==> config.mk <==
export PLATFORM = sky130hd
export DESIGN_NAME = pit_array
export DESIGN_NICKNAME = d
export VERILOG_FILES = /design/src/rtl/pit_pkg.sv /design/src/rtl/pit_prescaler.sv /design/src/rtl/pit_channel.sv /design/src/rtl/pit_array.sv
export SDC_FILE = /design/constraint.sdc
export NUM_CORES = 2
export LEC_CHECK = 0
export ABC_AREA = 1
export BUFFER_PORTS_ARGS = -buffer_cell sky130_fd_sc_hd__buf_2
export CORE_MARGIN = 4
export CORE_UTILIZATION = 30
export DETAILED_ROUTE_END_ITERATION = 8
export GPL_TIMING_DRIVEN = 0
export PLACE_DENSITY = 0.54
export SLEW_MARGIN = 20
export SYNTH_ARGS = -nofsm -noshare
export SYNTH_HDL_FRONTEND = slang
export SYNTH_SLANG_ARGS = --single-unit
==> constraint.sdc <==
create_clock -name clk -period 3.7 [get_ports clk]
set_clock_uncertainty 0.05 [all_clocks]
set_input_delay 0.925 -clock clk [delete_from_list [all_inputs] [get_ports clk]]
set_output_delay 0.925 -clock clk [all_outputs]
set_load 0.05 [all_outputs]
==> src/rtl/pit_pkg.sv <==
package pit_pkg;

    localparam int NUM_SRC = 4;

    // Register offsets inside the window
    localparam logic [3:0] OFS_CTRL = 4'h0;
    localparam logic [3:0] OFS_INTV = 4'h4;
    localparam logic [3:0] OFS_CNT  = 4'h8;
    localparam int         ADR_IEN  = 'h00;
    localparam int         ADR_STAT = 'h04;

    // Control word, bit 7 down to bit 0
    typedef struct packed {
        logic       one_shot;  // 7
        logic [2:0] pre_exp;   // 6:4
        logic [1:0] src;       // 3:2
        logic       reload;    // 1
        logic       en;        // 0
    } ctrl_t;

    localparam ctrl_t CTRL_RESET = '{one_shot: 1'b0, pre_exp: 3'd0,
                                     src: 2'd1, reload: 1'b0, en: 1'b0};

    // Terminal phase of the prescaler for a divide of 2^e
    function automatic logic [6:0] pre_mask(input logic [2:0] e);
        return 7'h7F >> (3'd7 - e);
    endfunction

endpackage

==> src/rtl/pit_prescaler.sv <==
module pit_prescaler
    import pit_pkg::*;
(
    input  logic       clk,
    input  logic       rst,
    input  logic       restart,
    input  logic       run,
    input  logic       tick,
    input  logic [2:0] exp_sel,
    output logic       step
);
    logic [6:0] phase;

    assign step = run && tick && (phase == pre_mask(exp_sel));

    always_ff @(posedge clk) begin
        if (rst || restart) begin
            phase <= '0;
        end else if (run && tick) begin
            phase <= step ? 7'd0 : phase + 7'd1;
        end
    end
endmodule

==> src/rtl/pit_channel.sv <==
module pit_channel
    import pit_pkg::*;
#(
    parameter int CW = 32
) (
    input  logic               clk,
    input  logic               rst,
    input  logic               ctrl_we,
    input  logic               intv_we,
    input  logic [CW-1:0]      wdata,
    input  logic [NUM_SRC-1:0] src_tick,
    output ctrl_t              ctrl_q,
    output logic [CW-1:0]      intv_q,
    output logic [CW-1:0]      cnt_q,
    output logic               fire
);
    ctrl_t ctrl_new;
    logic  sel_tick;
    logic  step;
    logic  at_zero;

    assign ctrl_new = ctrl_t'(wdata[7:0]);
    assign sel_tick = src_tick[ctrl_q.src];
    assign at_zero  = (cnt_q == '0);

    pit_prescaler u_pre (
        .clk     (clk),
        .rst     (rst),
        .restart (ctrl_we),
        .run     (ctrl_q.en),
        .tick    (sel_tick),
        .exp_sel (ctrl_q.pre_exp),
        .step    (step)
    );

    // Expiry: stepping 1 -> 0, or a one-shot stepped while already at 0
    assign fire = step && !ctrl_we &&
                  ((cnt_q == CW'(1)) || (at_zero && ctrl_q.one_shot));

    always_ff @(posedge clk) begin
        if (rst) begin
            ctrl_q <= CTRL_RESET;
            intv_q <= '0;
            cnt_q  <= '0;
        end else begin
            if (intv_we) begin
                intv_q <= wdata;
            end
            if (ctrl_we) begin
                ctrl_q <= ctrl_new;
                if (ctrl_new.reload) begin
                    cnt_q <= intv_q;
                end
            end else if (step) begin
                if (at_zero) begin
                    cnt_q <= ctrl_q.one_shot ? '0 : intv_q;
                end else begin
                    cnt_q <= cnt_q - CW'(1);
                end
                if (fire && ctrl_q.one_shot) begin
                    ctrl_q.en <= 1'b0;
                end
            end
        end
    end
endmodule

==> src/rtl/pit_array.sv <==
module pit_array
    import pit_pkg::*;
#(
    parameter int NUM_CH = 6,
    parameter int CW     = 32,
    parameter int AW     = 10
) (
    input  logic               clk,
    input  logic               rst,
    input  logic [AW-1:0]      bus_addr,
    input  logic [CW-1:0]      bus_wdata,
    input  logic               bus_we,
    output logic [CW-1:0]      bus_rdata,
    input  logic [NUM_SRC-1:0] src_tick,
    output logic [NUM_CH-1:0]  irq
);
    localparam int BW = AW - 4;

    logic [NUM_CH-1:0] ien_q, stat_q;
    logic [NUM_CH-1:0] fire_vec, ch_en_vec, ch_os_vec;
    logic [NUM_CH-1:0] clr_mask;
    logic              ien_we, stat_we;
    ctrl_t             ctrl_a [NUM_CH];
    logic [CW-1:0]     intv_a [NUM_CH];
    logic [CW-1:0]     cnt_a  [NUM_CH];

    assign ien_we   = bus_we && (bus_addr == AW'(ADR_IEN));
    assign stat_we  = bus_we && (bus_addr == AW'(ADR_STAT));
    assign clr_mask = stat_we ? bus_wdata[NUM_CH-1:0] : '0;

    genvar g;
    generate
        for (g = 0; g < NUM_CH; g++) begin : g_ch
            logic hit;
            assign hit = (bus_addr[AW-1:4] == BW'(g + 1));

            pit_channel #(.CW(CW)) u_ch (
                .clk      (clk),
                .rst      (rst),
                .ctrl_we  (bus_we && hit && (bus_addr[3:0] == OFS_CTRL)),
                .intv_we  (bus_we && hit && (bus_addr[3:0] == OFS_INTV)),
                .wdata    (bus_wdata),
                .src_tick (src_tick),
                .ctrl_q   (ctrl_a[g]),
                .intv_q   (intv_a[g]),
                .cnt_q    (cnt_a[g]),
                .fire     (fire_vec[g])
            );

            assign ch_en_vec[g] = ctrl_a[g].en;
            assign ch_os_vec[g] = ctrl_a[g].one_shot;
        end
    endgenerate

    always_ff @(posedge clk) begin
        if (rst) begin
            ien_q  <= '0;
            stat_q <= '0;
        end else begin
            if (ien_we) begin
                ien_q <= bus_wdata[NUM_CH-1:0];
            end
            // Expiry wins over a clear in the same cycle
            stat_q <= (stat_q & ~clr_mask) | fire_vec;
        end
    end

    assign irq = stat_q & ien_q;

    always_comb begin
        bus_rdata = '0;
        if (bus_addr == AW'(ADR_IEN)) begin
            bus_rdata = {{(CW-NUM_CH){1'b0}}, ien_q};
        end else if (bus_addr == AW'(ADR_STAT)) begin
            bus_rdata = {{(CW-NUM_CH){1'b0}}, stat_q};
        end
        for (int i = 0; i < NUM_CH; i++) begin
            if (bus_addr[AW-1:4] == BW'(i + 1)) begin
                case (bus_addr[3:0])
                    OFS_CTRL: bus_rdata = {{(CW-8){1'b0}}, ctrl_a[i]};
                    OFS_INTV: bus_rdata = intv_a[i];
                    OFS_CNT:  bus_rdata = cnt_a[i];
                    default:  bus_rdata = '0;
                endcase
            end
        end
    end
endmodule

==> impl_metrics.toml <==
[status]
status = "finished with violations"
violations = "setup timing"

[power]
p_int_mw = 9.74
power_density_nw_per_um2 = 342
p_total_mw = 13.1
irDropWorstVdd_uv = 284
p_switching_mw = 3.36
pwr-share-clk_pct = 53.2
p_leak_nw = 17.9
pwr-share-comb_pct = 6.8
p_sw_share_pct = 25.6
sequentialPowerShare_pct = 40.0

[worst_setup_path]
critical_path_required_ns = 2.72
crit_chain = "buf_6 -> nor2_4 -> buf_12 -> buf_6 -> nand2_8 -> inv_6 -> clkbuf_16 -> buf_8 -> nand2_4 -> a21oi_4 -> a211oi_4 -> nand4_1 -> buf_6"
timing.critical_path.slowest_stage_cell = "nand4_1"
crit_top_cell = "buf_6"
start_kind = "input pin"
cp_max_fo = 8
critical_path_class = "in2out"
arrival_ns = 3.16
cp-end-kind = "primary output"
cpPeakStageDelay_ns = 0.56

[sta]
fin_crit_sh_pct = 112
setup_violations = 32
holdWs_ns = 0.418
fmax_mhz = 242
drv_slew = 0
finalHoldViolations = 0
worstMarginPinSlew_ns = 1.30
rsz0062_at_grt = "yes"
slew_headroom_pct = 13.5
fin_crit_ns = 4.13
setup_ws_ns = -0.433

[min_path]
hp-class = "reg2reg"

[logic_synthesis]
syn_avg_cell_area_um2 = 5.89
syn-num-nets = 5361
yosysWarnings = 0
syn_area_um2 = 31200
yosysSeqAreaShare_pct = 31.2
ys_types = 47
async_reset_ff_share_pct = 0
syn-instance-count = 5294
synthFlopType = "dfxtp_1"
synth_seq_cells = 486
synth_edf_count = 0

[global_route]
overflow = 0
grt_usage_pct = 29.4
grt_pass1_wl_um = 236000
antenna_found_initial = 14
grt_start_max_net_pins = 13
grt_pass1_vias = 34494

[clock_tree]
cts_root_buf = "clkbuf_16"
cts_max_level = 3
clk_pin_slew_ns = 0.06
numClockSinks = 486
clockBufferDepth = 3
cts_tree = "yes"
clk_latency_ns = 0.63
cts-hold-fix-buffers = 0
cts_buffers = 66

[finish]
drive_above_1_share_pct = 11.1
fillers = 11415
regArea_um2 = 9730
multi_input_area_um2 = 19600
synthToLayoutAreaGrowth_pct = 22.8
nets = 5578
postLayoutCoreUtil_pct = 37.4

[drt]
post-route-drc-count = 0
viasPerCell = 5.46
drtPass1Iterations = 9
first_iter_violations = 4812
vias = 37833
postRouteAntennaNets = 0
wire_per_inst_um = 24.0
wirelength_um = 166000

[placement]
numPortBuffers = 85
hpwl_um = 127000
gp_congestion = 1.07

[die]
start_util_pct = 30.4
ios = 87
die_w_um = 330
die_h_um = 330
dieArea_um2 = 109000
core_area_um2 = 102000
rows = 117

[job]
drv_cap = 0
-- cell usage after synthesis, drive strengths merged (2+ instances only) --
master | number | area share (%)
and3 | 2 | 0.040
a31oi | 2 | 0.040
a221o | 2 | 0.064
nand3b | 10 | 0.24
a211oi | 11 | 0.26
buf | 75 | 1.3
or2 | 8 | 0.16
o21bai | 2 | 0.048
dfxtp | 486 | 31
nand3 | 396 | 6.4
nand4 | 72 | 1.5
inv | 463 | 5.6
a21boi | 3 | 0.072
o21a | 5 | 0.12
nor3b | 11 | 0.26
a32o | 3 | 0.096
o22ai | 43 | 0.86
clkbuf | 174 | 2.1
o21ai | 539 | 8.7
xor2 | 95 | 2.7
nand2 | 1360 | 16
ha | 18 | 0.72
nor3 | 56 | 1.0
o211ai | 58 | 1.4
a21oi | 244 | 3.9
a22oi | 4 | 0.096
clkinv | 7 | 0.084
nor2 | 1092 | 13
o221ai | 27 | 0.76
xnor2 | 16 | 0.45
nor4 | 7 | 0.14
-- layout by cell type (no fill, tap or decap), types with 92 or more instances in the layout --
cell         n
nand2_1   1251
nor2_1    1069
o21ai_0    491
dfxtp_1    486
inv_1      442
nand3_1    379
a21oi_1    223
clkbuf_1   127
xor2_1      95
buf_2       92
-- power by group through the flow --
| stage | registers [mW] | clock network, mW | logic [mW] |
|---|---|---|---|
| global placement | 5.36 | 0 | 0.702 |
| finish | 5.24 | 6.97 | 0.886 |
| global route | 5.24 | 7.23 | 0.887 |
| CTS | 5.24 | 7.02 | 0.798 |
| floorplan | 5.35 | 0 | 0.298 |
| detailed placement | 5.36 | 0 | 0.708 |
-- cell type report --
cell class                      count  share of cell area (%)
Antenna cell                        2                  0.0131
Timing Repair Buffer              149                    3.75
Buffer                            249                    4.38
Inverter                          470                    4.67
Tap cell                         1368                    4.47
Clock buffer                       94                    5.20
Clock inverter                     20                   0.820
Sequential cell                   486                    25.4
Multi-Input combinational cell   4089                    51.3
-- final timing paths --
kind / from / to / slack, ns / depth (start not counted)
worst max register to register: g_ch[3].u_ch.cnt_q[0] / g_ch[3].u_ch.cnt_q[23] / 0.32 / 11
worst min register to register: ien_q[5] / ien_q[5] / 0.42 / 2
worst max-delay path: bus_addr[0] / bus_rdata[11] / -0.43 / 13
worst min-delay path: ien_q[5] / ien_q[5] / 0.42 / 2
-- metrics by stage --
stage	instance area [um^2]	std cells	TNS [ns]	setup slack [ns]
6_report	38300	6927	-6.30	-0.433
4_1_cts	37500	6906	-4.95	-0.245
2_1_floorplan	31200	5294	0	0.0546
3_5_place_dp	33400	6749	-52.48	-2.05
5_1_grt	38300	6925	-6.07	-0.286
3_3_place_gp	33300	6747	-56.44	-2.08
-- worst max-delay path, delay by kind of cell --
kind / cells / cell delay [ns]
AOI/OAI and AO/OA: 2 / 0.41
buffers and inverters: 7 / 1.03
and+or+nand+nor: 4 / 0.74
-- timing repair --
item	CTS	global route
buffers inserted	44	16
resized for setup	393	205
gates cloned	1	4
pin swaps	58	83
endpoints found under the setup margin	32	32
-- kinds of logic after synthesis --
family	share of synthesized area, %
AND/OR/NAND/NOR	39.5
AO/OA/AOI/OAI	16.4
buffers and inverters	9.01
flip-flops	31.2
XOR/XNOR	3.12
adder cells (fa/ha/maj)	0.722
multiplexers	0.0321
-- state kept, by name, indices dropped and copies added, names as in the netlist --
| signal | flops |
|---|---|
| g_ch.u_ch.u_pre.phase | 42 |
| g_ch.u_ch.intv_q | 192 |
| g_ch.u_ch.ctrl_q | 48 |
| g_ch.u_ch.cnt_q | 192 |
| stat_q | 6 |
| ien_q | 6 |
-- metal layers --
| layer | global-route usage [%] | wire, um | up-vias |
|---|---|---|---|
| li1 | - | - | 17576 |
| met1 | 39.0 | 66700 | 17568 |
| met2 | 44.3 | 69600 | 2213 |
| met3 | 7.08 | 19800 | 462 |
| met4 | 14.9 | 10200 | 14 |
| met5 | 0 | 94 | - |
(Power assumes the default switching activity.)
